--- src/rtl/pinpair_pkg.sv ---
package pinpair_pkg;
  localparam int ADDR_W = 3;

  typedef enum logic [ADDR_W-1:0] {
    REG_IN   = 3'd0,
    REG_OUT  = 3'd1,
    REG_DIR  = 3'd2,
    REG_FLAG = 3'd3,
    REG_EDGE = 3'd4,
    REG_EN   = 3'd5
  } reg_sel_e;
endpackage

--- src/rtl/pinpair_sync.sv ---
module pinpair_sync #(
  parameter int W = 8
) (
  input  logic         clk,
  input  logic         rst_n,
  input  logic [W-1:0] d_i,
  output logic [W-1:0] q_o
);
  logic [W-1:0] meta_q, stab_q;

  always_ff @(posedge clk or negedge rst_n) begin
    if (!rst_n) begin
      meta_q <= '0;
      stab_q <= '0;
    end else begin
      meta_q <= d_i;
      stab_q <= meta_q;
    end
  end

  assign q_o = stab_q;
endmodule

--- src/rtl/pinpair_port.sv ---
module pinpair_port
  import pinpair_pkg::*;
#(
  parameter int W = 8
) (
  input  logic              clk,
  input  logic              rst_n,
  input  logic              wr_en,
  input  logic [ADDR_W-1:0] addr,
  input  logic [W-1:0]      wdata,
  input  logic [W-1:0]      pin_i,
  output logic [W-1:0]      rdata_o,
  output logic [W-1:0]      pin_out_o,
  output logic [W-1:0]      pin_oe_o,
  output logic              irq_o
);
  logic [W-1:0] sync_val;
  logic [W-1:0] out_q, dir_q, flag_q, edge_q, en_q, prev_q;
  logic [W-1:0] out_d, dir_d, flag_d, edge_d, en_d;
  logic [W-1:0] rise, fall, evt;
  logic         wr_out, wr_dir, wr_flag, wr_edge, wr_en_r;

  pinpair_sync #(.W(W)) u_sync (
    .clk  (clk),
    .rst_n(rst_n),
    .d_i  (pin_i),
    .q_o  (sync_val)
  );

  // edge detection on the synchronized value
  assign rise = sync_val & ~prev_q;
  assign fall = ~sync_val & prev_q;
  assign evt  = (edge_q & fall) | (~edge_q & rise);

  assign wr_out  = wr_en && (addr == REG_OUT);
  assign wr_dir  = wr_en && (addr == REG_DIR);
  assign wr_flag = wr_en && (addr == REG_FLAG);
  assign wr_edge = wr_en && (addr == REG_EDGE);
  assign wr_en_r = wr_en && (addr == REG_EN);

  always_comb begin
    out_d  = wr_out  ? wdata : out_q;
    dir_d  = wr_dir  ? wdata : dir_q;
    edge_d = wr_edge ? wdata : edge_q;
    en_d   = wr_en_r ? wdata : en_q;
    // an edge event overrides a simultaneous clear
    flag_d = (wr_flag ? wdata : flag_q) | evt;
  end

  always_ff @(posedge clk or negedge rst_n) begin
    if (!rst_n) begin
      out_q  <= '0;
      dir_q  <= '0;
      flag_q <= '0;
      edge_q <= '0;
      en_q   <= '0;
      prev_q <= '0;
    end else begin
      out_q  <= out_d;
      dir_q  <= dir_d;
      flag_q <= flag_d;
      edge_q <= edge_d;
      en_q   <= en_d;
      prev_q <= sync_val;
    end
  end

  always_comb begin
    case (addr)
      REG_IN:   rdata_o = sync_val;
      REG_OUT:  rdata_o = out_q;
      REG_DIR:  rdata_o = dir_q;
      REG_FLAG: rdata_o = flag_q;
      REG_EDGE: rdata_o = edge_q;
      REG_EN:   rdata_o = en_q;
      default:  rdata_o = '0;
    endcase
  end

  assign pin_out_o = out_q;
  assign pin_oe_o  = dir_q;
  assign irq_o     = |(flag_q & en_q);

  assert_flag_event_R4: assert property (@(posedge clk) disable iff (!rst_n)
    (|evt) |=> ((flag_q & $past(evt)) == $past(evt)));

  assert_no_spurious_R4: assert property (@(posedge clk) disable iff (!rst_n)
    (!wr_flag) |=> ((flag_q & ~$past(flag_q) & ~$past(evt)) == '0));

  assert_event_wins_R5: assert property (@(posedge clk) disable iff (!rst_n)
    (wr_flag && (|evt)) |=> ((flag_q & $past(evt)) == $past(evt)));

  assert_dir_write_R2: assert property (@(posedge clk) disable iff (!rst_n)
    wr_dir |=> (pin_oe_o == $past(wdata)));

  assert_irq_hold_R6: assert property (@(posedge clk) disable iff (!rst_n)
    (irq_o && !wr_flag && !wr_en_r) |=> irq_o);
endmodule

--- src/rtl/pinpair_gpio.sv ---
module pinpair_gpio
  import pinpair_pkg::*;
#(
  parameter int PORT_W = 8,
  parameter int NPORTS = 2
) (
  input  logic                     clk,
  input  logic                     rst_n,
  input  logic                     bus_wr,
  input  logic [ADDR_W-1:0]        bus_addr,
  input  logic [NPORTS-1:0]        bus_be,
  input  logic [PORT_W*NPORTS-1:0] bus_wdata,
  output logic [PORT_W*NPORTS-1:0] bus_rdata,
  input  logic [PORT_W*NPORTS-1:0] pin_in,
  output logic [PORT_W*NPORTS-1:0] pin_out,
  output logic [PORT_W*NPORTS-1:0] pin_oe,
  output logic                     irq
);
  logic [NPORTS-1:0] port_irq;

  for (genvar gi = 0; gi < NPORTS; gi++) begin : g_port
    pinpair_port #(.W(PORT_W)) u_port (
      .clk      (clk),
      .rst_n    (rst_n),
      .wr_en    (bus_wr && bus_be[gi]),
      .addr     (bus_addr),
      .wdata    (bus_wdata[gi*PORT_W +: PORT_W]),
      .pin_i    (pin_in[gi*PORT_W +: PORT_W]),
      .rdata_o  (bus_rdata[gi*PORT_W +: PORT_W]),
      .pin_out_o(pin_out[gi*PORT_W +: PORT_W]),
      .pin_oe_o (pin_oe[gi*PORT_W +: PORT_W]),
      .irq_o    (port_irq[gi])
    );
  end

  assign irq = |port_irq;

  assert_unmapped_R8: assert property (@(posedge clk) disable iff (!rst_n)
    (bus_addr > ADDR_W'(REG_EN)) |-> (bus_rdata == '0));
endmodule

--- config.mk ---
export PLATFORM = sky130hd
export DESIGN_NAME = pinpair_gpio
export DESIGN_NICKNAME = d
export VERILOG_FILES = /design/src/rtl/pinpair_pkg.sv /design/src/rtl/pinpair_sync.sv /design/src/rtl/pinpair_port.sv /design/src/rtl/pinpair_gpio.sv
export SDC_FILE = /design/constraint.sdc
export NUM_CORES = 1
export LEC_CHECK = 0
export BUFFER_PORTS_ARGS = -buffer_cell sky130_fd_sc_hd__buf_2
export CAP_MARGIN = 0
export CORE_MARGIN = 5
export CORE_UTILIZATION = 30
export DETAILED_ROUTE_END_ITERATION = 10
export SLEW_MARGIN = 15
export SYNTH_ARGS = -nofsm -noshare
export SYNTH_HDL_FRONTEND = slang
export SYNTH_SLANG_ARGS = --single-unit
--- constraint.sdc ---
create_clock -name clk -period 1.2 [get_ports clk]
set_clock_uncertainty 0.05 [all_clocks]
set_input_delay 0.12 -clock clk [delete_from_list [all_inputs] [get_ports clk]]
set_output_delay 0.12 -clock clk [all_outputs]
set_load 0.02 [all_outputs]
==> metrics.csv, run 1 <==
metric;value;unit
antenna_cells;0;
path_class;reg2out;
fill_cells;1670;
rsz0062_at_grt;yes;
place.gp.congestion;0.793;
port_buffers;88;
core;18600;sq um
ys.warnings.count;0;
place_hpwl;11400;um
cts_tree;yes;
ir_worst_vdd;1.22;mV
critical_path.endpoint_type;output port;
ys_async_sr_fraction;1.00;
fmax;540;MHz
synth_edf_count;0;
cts-root-buf;clkbuf_16;
violations;setup timing;
clk_pin_slew;60;ps
finalCriticalPeriod;1850;ps
crit_slowest_cell;dfrtp_1;
hold_path.class;in2async;
clockBufferDepth;2;
hold_viol;0;
timing.hold.ws;47.7;ps
crit_path_cell_trace;a22o_1, a221oi_2, nand4_1, buf_4;
syn_inst;424;
slowest_delay;400;ps
nNetsFinal;685;
slew_headroom;0.737;
clkPwrFrac;0.362;
ctsHtreeMaxLevel;4;
seq_area_frac_synth;0.567;
grt_use_total;0.154;
synth_top_cells_by_count;128 x dfrtp_1, 43 x mux2_2, 24 x nand2_1;
required;1030;ps
crit_buf_inv;1;
p_leak;0.00402;uW
floorplan.rows;50;
ant_nets;0;
crit_fanout;2;
p_per_area;1700;nW/um^2
cp.depth;4;
cts_buffers;17;
finalSetupTns;-8740;ps
arrival;1680;ps
status;complete, but fails checks;
rr_worst_depth;5;
synthMostInstantiatedCell;dfrtp_1;
drive_gt1_frac;0.489;
synth_cell_type_count;41;
fin_ws;-650;ps
startpoint_type;register;
synth_area_leader_cell;dfrtp_1;
swShare;0.274;
syn_area_per_cell;13.3;sq um
drt_wl_total;16300;um
finalMaxSlewViolations;0;
antenna_found_initial;1;
worst_pin_slew;394;ps
die_width;147;um
syn2layout_area_growth;53.1;%
combPwrFrac;0.263;
grt_remaining_overflow;0;
synth_area;5650;sq um
die_h;147;um
drc_errors;0;
syn_nets;464;
finalPower;14700;uW
first_iter_violations;224;
crit_family;compound AO/OA/AOI/OAI gates;
cts.sinks;128;
io-pin-count;89;
die-area;21700;sq um
synth_seq_cells;128;
grt_max_degree;55;
grt_pass1_wl;26100;um
setup_viol;33;
vias;4396;
wl_per_cell;18.3;um
synth_ff_type;dfrtp_1;
fin_crit_sh;1.54;
initial_utilization;0.303;
maxCapViolCount;0;
p_seq_frac;0.375;
power.switching;4020;uW
yosysTopAreaCellShare;0.567;
intPower;10700;uW
routed_via_density;4.93;
clock_latency;420;ps
ys_top_cells_by_area;dfrtp_1 57%, mux2_2 8.6%, mux2_4 4.3%;
dr.pass1.iters;4;
grt_pass1_vias;4784;
## repair_timing
action / CTS / global route
hold endpoints to repair: 208 / 0
hold buffers: 33 / 0
gates resized for setup: 90 / 34
setup buffers: 9 / 12
endpoints found under the setup margin: 36 / 43
pin swaps: 24 / 14
## path summary, 6_finish.rpt
| check | start | endpoint | slack (ps) |
|---|---|---|---|
| min | rst_n | g_port[1].u_port.u_sync.meta_q[1] | 50 |
| max in group asynchronous | rst_n | g_port[0].u_port.en_q[3] | 470 |
| max reg2reg | g_port[1].u_port.flag_q[6] | g_port[1].u_port.flag_q[6] | -100 |
| max | g_port[0].u_port.en_q[0] | irq | -650 |
| min reg2reg | g_port[1].u_port.u_sync.meta_q[7] | g_port[1].u_port.u_sync.q_o[7] | 300 |
| min in group clk | bus_wr | g_port[0].u_port.edge_q[1] | 270 |
## registers in the layout, summed over array words and instances, names as in the netlist
register	cells
g_port.u_port.prev_q	16
g_port.u_port.pin_oe_o	16
g_port.u_port.u_sync.meta_q	16
g_port.u_port.edge_q	16
g_port.u_port.u_sync.q_o	16
g_port.u_port.en_q	16
g_port.u_port.pin_out_o	16
g_port.u_port.flag_q	16
## placed cells by master (no fill, tap or decap), types with 4 or more instances in the layout
cell type      instances
a221o_1                5
dfrtp_1              125
nand2b_1              18
o21ai_2                4
clkbuf_16             17
and3_1                16
mux2_2                14
mux2_4                49
mux2i_1               23
buf_4                 88
a22o_1                 4
a221oi_2               4
o21a_1                 9
buf_6                 54
nor2b_4                4
dlygate4sd3_1         33
nand3b_1               6
buf_12                 6
o22ai_1               21
o211ai_1               6
and3b_1                5
a211o_1               19
nand2_1               24
buf_2                 47
## per-layer routing
metal / wire [um] / share of wire / GRT usage
met1: 7170 / 0.44 / 0.194
met2: 8010 / 0.49 / 0.253
met3: 741 / 0.045 / 0.0432
met4: 362 / 0.022 / 0.0578
met5: 13 / 0.00080 / 0
## final cells by class
| cell class | count | area [sq um] | area share |
|---|---|---|---|
| sequential | 128 | 3210 | 0.371 |
| tap | 234 | 293 | 0.0339 |
| multi-input combinational | 270 | 2580 | 0.299 |
| clock inverter | 9 | 131 | 0.0152 |
| timing repair buffer | 228 | 1950 | 0.226 |
| clock buffer | 23 | 478 | 0.0553 |
## logic make-up after synthesis
kind of cell | share of synthesized area
DFF | 0.567
muxes | 0.181
buffers and inverters | 0.0277
and+or+nand+nor | 0.109
AOI/OAI and AO/OA | 0.116
## stage by stage
stage          setup slack [ps]  area (sq um)  std cells   util
2_1_floorplan             -91.6          5890        424      -
3_3_place_gp               -319          7190        816  0.386
3_5_place_dp               -337          7190        816  0.386
4_1_cts                    -667          8480        886  0.455
5_1_grt                    -745          8650        892  0.464
6_report                   -650          8650        892  0.464
## power groups by stage
stage	Combinational (uW)	Sequential, uW	Clock [uW]
floorplan	1470	5760	0
global placement	3110	5500	0
detailed placement	3180	5510	0
CTS	3730	5480	5430
global route	4130	5580	5600
finish	3860	5500	5310
(Power assumes the default switching activity.)
==> run 2: changes to the inputs <==
Settings changed: GPL_TIMING_DRIVEN from default to 0.
==> run 2 against run 1 <==
Against the previous run: the flow still finishes with violations (setup timing); core utilization down 2.7 points; global-route usage up 0.43 points; critical path depth unchanged; first-iteration DRC count up 1.3%; maximum frequency down 1.1%; highest routed layer unchanged.
==> metrics.csv, run 2 (synthesis gave the netlist of run 1 again) <==
metric;value;unit;change
status;complete, but fails checks;;
violations;setup timing;;
core;18600;sq um;unchanged
fin_ws;-671;ps;-20.6 ps
crit_fanout;2;;unchanged
die-area;21700;sq um;unchanged
hold_viol;0;;unchanged
cts_buffers;17;;unchanged
power.switching;4000;uW;-0.50%
rr_worst_depth;4;;-1
arrival;1700;ps;+20 ps
grt_pass1_wl;26400;um;+1.2%
die_width;147;um;unchanged
reg2reg_from;g_port[1].u_port.edge_q[3];;
swShare;0.282;;+0.00837
fin_crit_sh;1.56;;+0.0172
mostFrequentLayoutCells;127 x dfrtp_1, 59 x buf_2, 49 x mux2_4;;
slew_headroom;0.606;;-0.131
io-pin-count;89;;unchanged
dr.pass1.iters;4;;unchanged
clock_latency;420;ps;about the same
combPwrFrac;0.233;;-0.030
required;1030;ps;about the same
cts_tree;yes;;
clkPwrFrac;0.376;;+0.014
p_seq_frac;0.391;;+0.016
startpoint_type;register;;
grt_max_degree;77;;+40%
ir_worst_vdd;1.06;mV;-13%
ctsHtreeMaxLevel;4;;unchanged
maxCapViolCount;0;;unchanged
drive_gt1_frac;0.442;;-0.0475
finalMaxSlewViolations;0;;unchanged
clk_pin_slew;60;ps;about the same
ant_nets;0;;unchanged
r2r_setup_slack;70;ps;+170 ps
port_buffers;87;;-1.1%
first_iter_violations;227;;+1.3%
fill_cells;1715;;+2.7%
path_class;reg2out;;
antenna_found_initial;1;;unchanged
finalCriticalPeriod;1870;ps;+20.6 ps
cp-startpoint;g_port[0].u_port.flag_q[0];;
wl_per_cell;20.0;um;+9.3%
setup_viol;24;;-27%
grt_use_total;0.158;;+0.00426
intPower;10200;uW;-4.6%
syn2layout_area_growth;44.3;%;
nNetsFinal;638;;-6.9%
worst_pin_slew;591;ps;+197 ps
grt_pass1_vias;4552;;-4.8%
cts.sinks;128;;unchanged
antenna_cells;0;;unchanged
place_hpwl;11300;um;-1.4%
clockBufferDepth;2;;unchanged
routed_via_density;4.98;;+1.0%
initial_utilization;0.303;;unchanged
vias;4207;;-4.3%
drt_wl_total;16900;um;+3.6%
die_h;147;um;unchanged
final_common_cell;dfrtp_1;;
finalPower;14200;uW;-3.5%
dp_worst_setup_slack;-620;ps;-284 ps
fmax;535;MHz;-1.1%
hold_path.class;in2async;;
p_per_area;1740;nW/um^2;+2.4%
cts-root-buf;clkbuf_16;;
rsz0062_at_grt;yes;;
place.gp.congestion;0.824;;+3.9%
floorplan.rows;50;;unchanged
grt_remaining_overflow;0;;unchanged
drc_errors;0;;unchanged
critical_path.endpoint_type;output port;;
p_leak;0.00373;uW;-7.3%
run 2: power groups by stage:
stage | Clock [uW] | Sequential (uW) | Combinational (uW)
after floorplan | 0 | 5760 | 1470
after global placement | 0 | 5580 | 2540
after detailed placement | 0 | 5620 | 2610
after CTS | 5430 | 5520 | 3080
after global routing | 5620 | 5620 | 3520
final | 5330 | 5540 | 3300
run 2: area by class of cell:
type / instances / area, sq um / area share
timing repair buffer: 156 / 1240 / 0.152
buffer: 25 / 233 / 0.0286
clock inverter: 12 / 158 / 0.0193
tap: 234 / 293 / 0.0359
clock buffer: 20 / 457 / 0.0560
sequential: 128 / 3200 / 0.393
multi-input combinational: 270 / 2570 / 0.315
run 2: final timing paths:
path / to
min: g_port[1].u_port.u_sync.meta_q[6]
min reg2reg: g_port[1].u_port.u_sync.q_o[5]
max: irq
max reg2reg: g_port[1].u_port.flag_q[3]
max in group asynchronous: g_port[0].u_port.u_sync.q_o[7]
min in group clk: g_port[0].u_port.edge_q[3]
run 2: per-layer routing:
| metal | GRT usage | vias up | part of all wire |
|---|---|---|---|
| li1 | - | 1928 | - |
| met1 | 0.199 | 2132 | 0.44 |
| met2 | 0.261 | 118 | 0.48 |
| met3 | 0.0524 | 27 | 0.057 |
| met4 | 0.0466 | 2 | 0.020 |
| met5 | 0 | - | 0.00077 |
run 2: metrics by stage:
stage                     setup TNS (ps)  instance area [sq um]  utilization  cells  hold WS (ps)
after floorplan                    -3030                   5890            -    424          -226
after global placement           -242710                   6610        0.355    745           178
after detailed placement          -31310                   6650        0.357    746          56.1
after CTS                          -8490                   7890        0.423    827           182
after global routing               -9590                   8150        0.437    845           208
final                              -8130                   8150        0.437    845           164
run 2: repair_timing:
action | CTS | global route
gates cloned | 0 | 0
endpoints found under the setup margin | 18 | 62
endpoints found under the hold margin | 132 | 0
setup buffers | 17 | 18
hold buffers | 33 | 0
gates resized for setup | 47 | 36
pin swaps | 17 | 13
run 2: worst max-delay path: stages (launching register included):
cell      delay, ps
dfrtp_1         410
a22o_1          280
a221oi_4        230
nand4_1         170
buf_2           190
==> run 3: changes to the inputs <==
Settings changed: CORE_UTILIZATION 30 to 51, PLACE_DENSITY from default to 0.76.
==> run 3 against run 2 <==
Against the previous run: the run still ends with setup timing left; wire length decreased by 4.4%; sequential cell count unchanged; core utilization increased by 29 points; first-iteration DRC count increased by 81%; cell count decreased by 11%; hold slack got worse by 80 ps; via count increased by 3.5%; non-clock buffer count unchanged; sequential power about the same; largest cell class unchanged; largest power group unchanged; highest routed layer unchanged.
==> metrics.csv, run 3 (synthesis gave the netlist of run 1 again) <==
metric;value;unit;change
core;10800;sq um;-42%
hold_path.class;in2async;;
power.switching;3860;uW;-3.6%
fill_cells;700;;-59%
fin_ws;-799;ps;-128 ps
grt_pass1_wl;24800;um;-6.1%
path_class;reg2out;;
placed_cells;652;;-13%
violations;setup timing;;
required;1030;ps;about the same
grt_pass1_vias;4572;;+0.44%
multi_input_area;2480;sq um;-3.5%
mostFrequentLayoutCells;128 x dfrtp_1, 53 x buf_2, 49 x mux2_4;;
initial_utilization;0.521;;+0.218
drt_wl_total;16100;um;-4.4%
setup_viol;49;;+100%
antenna_found_initial;1;;unchanged
layout.cell_area.non_filler;7920;sq um;-2.8%
place_hpwl;10100;um;-10%
rsz0062_at_grt;yes;;
clkPwrFrac;0.357;;-0.019
ctsHtreeMaxLevel;4;;unchanged
cts-root-buf;clkbuf_8;;
fin_crit_sh;1.67;;+0.107
cts_tree;yes;;
p_seq_frac;0.401;;+0.010
drc_errors;0;;unchanged
clock_latency;540;ps;+120 ps
timing.hold.ws;84.3;ps;-79.9 ps
p_leak;0.00368;uW;-1.3%
place.gp.congestion;0.828;;+0.50%
die-area;13300;sq um;-39%
finalCriticalPeriod;2000;ps;+128 ps
die_width;115;um;-22%
syn2layout_area_growth;40.3;%;
dp_worst_setup_slack;-556;ps;+64.7 ps
crit_fanout;2;;unchanged
combPwrFrac;0.242;;+0.009
ir_worst_vdd;1.22;mV;+15%
wl_per_cell;21.5;um;+7.7%
drive_gt1_frac;0.413;;-0.0288
maxCapViolCount;0;;unchanged
grt_use_total;0.251;;+0.0929
startpoint_type;register;;
crit_slowest_cell;dfrtp_1;;
critical_path.endpoint_type;output port;;
finalMaxSlewViolations;0;;unchanged
clk_pin_slew;60;ps;about the same
first_iter_violations;410;;+81%
nNetsFinal;638;;unchanged
slew_headroom;0.488;;-0.117
regArea;3200;sq um;about the same
floorplan.rows;38;;-24%
cts.sinks;128;;unchanged
crit_buf_inv;1;;unchanged
slowest_delay;400;ps;about the same
crit_family;compound AO/OA/AOI/OAI gates;;
dr.pass1.iters;5;;+1
cts_buffers;17;;unchanged
clockBufferDepth;2;;unchanged
vias;4355;;+3.5%
grt_max_degree;70;;-9.1%
arrival;1830;ps;+130 ps
final_common_cell;dfrtp_1;;
grt_remaining_overflow;0;;unchanged
crit_path_cell_trace;a22o_1, a221oi_2, nand4_1, buf_2;;
finalSetupTns;-12520;ps;-4390 ps
io-pin-count;89;;unchanged
final_cells;750;;-11%
p_per_area;1750;nW/um^2;+0.53%
intPower;9990;uW;-1.7%
ant_nets;0;;unchanged
worst_pin_slew;768;ps;+176 ps
status;complete, but fails checks;;
port_buffers;87;;unchanged
placed_cell_area;6530;sq um;-1.8%
antenna_cells;0;;unchanged
routed_via_density;5.81;;+17%
swShare;0.278;;-0.00382
die_h;115;um;-22%
fmax;500;MHz;-6.4%
hold_viol;0;;unchanged
[run 3: power groups by stage]
stage / sequential [uW] / combinational, uW / clock [uW]
6_report: 5560 / 3350 / 4940
5_1_grt: 5630 / 3540 / 5220
4_1_cts: 5520 / 3020 / 5000
3_3_place_gp: 5560 / 2490 / 0
3_5_place_dp: 5610 / 2560 / 0
2_1_floorplan: 5760 / 1470 / 0
[run 3: metrics by stage]
| stage | utilization | total power [uW] |
|---|---|---|
| 2_1_floorplan | - | 7220 |
| 3_3_place_gp | 0.599 | 8050 |
| 3_5_place_dp | 0.602 | 8170 |
| 4_1_cts | 0.710 | 13500 |
| 5_1_grt | 0.731 | 14400 |
| 6_report | 0.731 | 13800 |
[run 3: worst register-to-register path, delay by kind of cell (launching register included)]
family / cells / cell delay (ps)
DFF: 1 / 380
AOI/OAI and AO/OA: 2 / 290
buffers and inverters: 2 / 270
and+or+nand+nor: 1 / 50
[run 3: layout make-up]
type,count,area share
plain buffers,26,0.0292
well taps,140,0.0221
multi-input cells,270,0.313
clock buffers,25,0.0611
flip-flops and latches,128,0.404
clock inverters,6,0.0101
repair buffers,155,0.160
[run 3: final timing paths]
path / startpoint / end / slack, ps / cells after the start
worst max-delay path: g_port[1].u_port.flag_q[4] / irq / -800 / 4
worst min-delay path: rst_n / g_port[0].u_port.u_sync.q_o[7] / 80 / 2
worst max register to register: g_port[1].u_port.edge_q[7] / g_port[1].u_port.flag_q[7] / 40 / 5
worst min register to register: g_port[1].u_port.u_sync.meta_q[6] / g_port[1].u_port.u_sync.q_o[6] / 300 / 0
max in group asynchronous: rst_n / g_port[1].u_port.u_sync.q_o[5] / 290 / 3
min in group clk: bus_be[0] / g_port[0].u_port.edge_q[3] / 140 / 4
[run 3: layer usage]
layer	global-route usage	routed length, um	part of all wire
met3	0.0768	1120	0.070
met4	0.106	369	0.023
met5	0	7	0.00043
met1	0.315	6660	0.41
met2	0.405	7980	0.49
[run 3: repair_timing]
item / in CTS / in global routing
hold buffers: 33 / 0
endpoints found under the hold margin: 224 / 0
setup endpoints to repair: 49 / 49
gates resized for setup: 42 / 35
buffers inserted: 19 / 16
pin swaps: 15 / 7
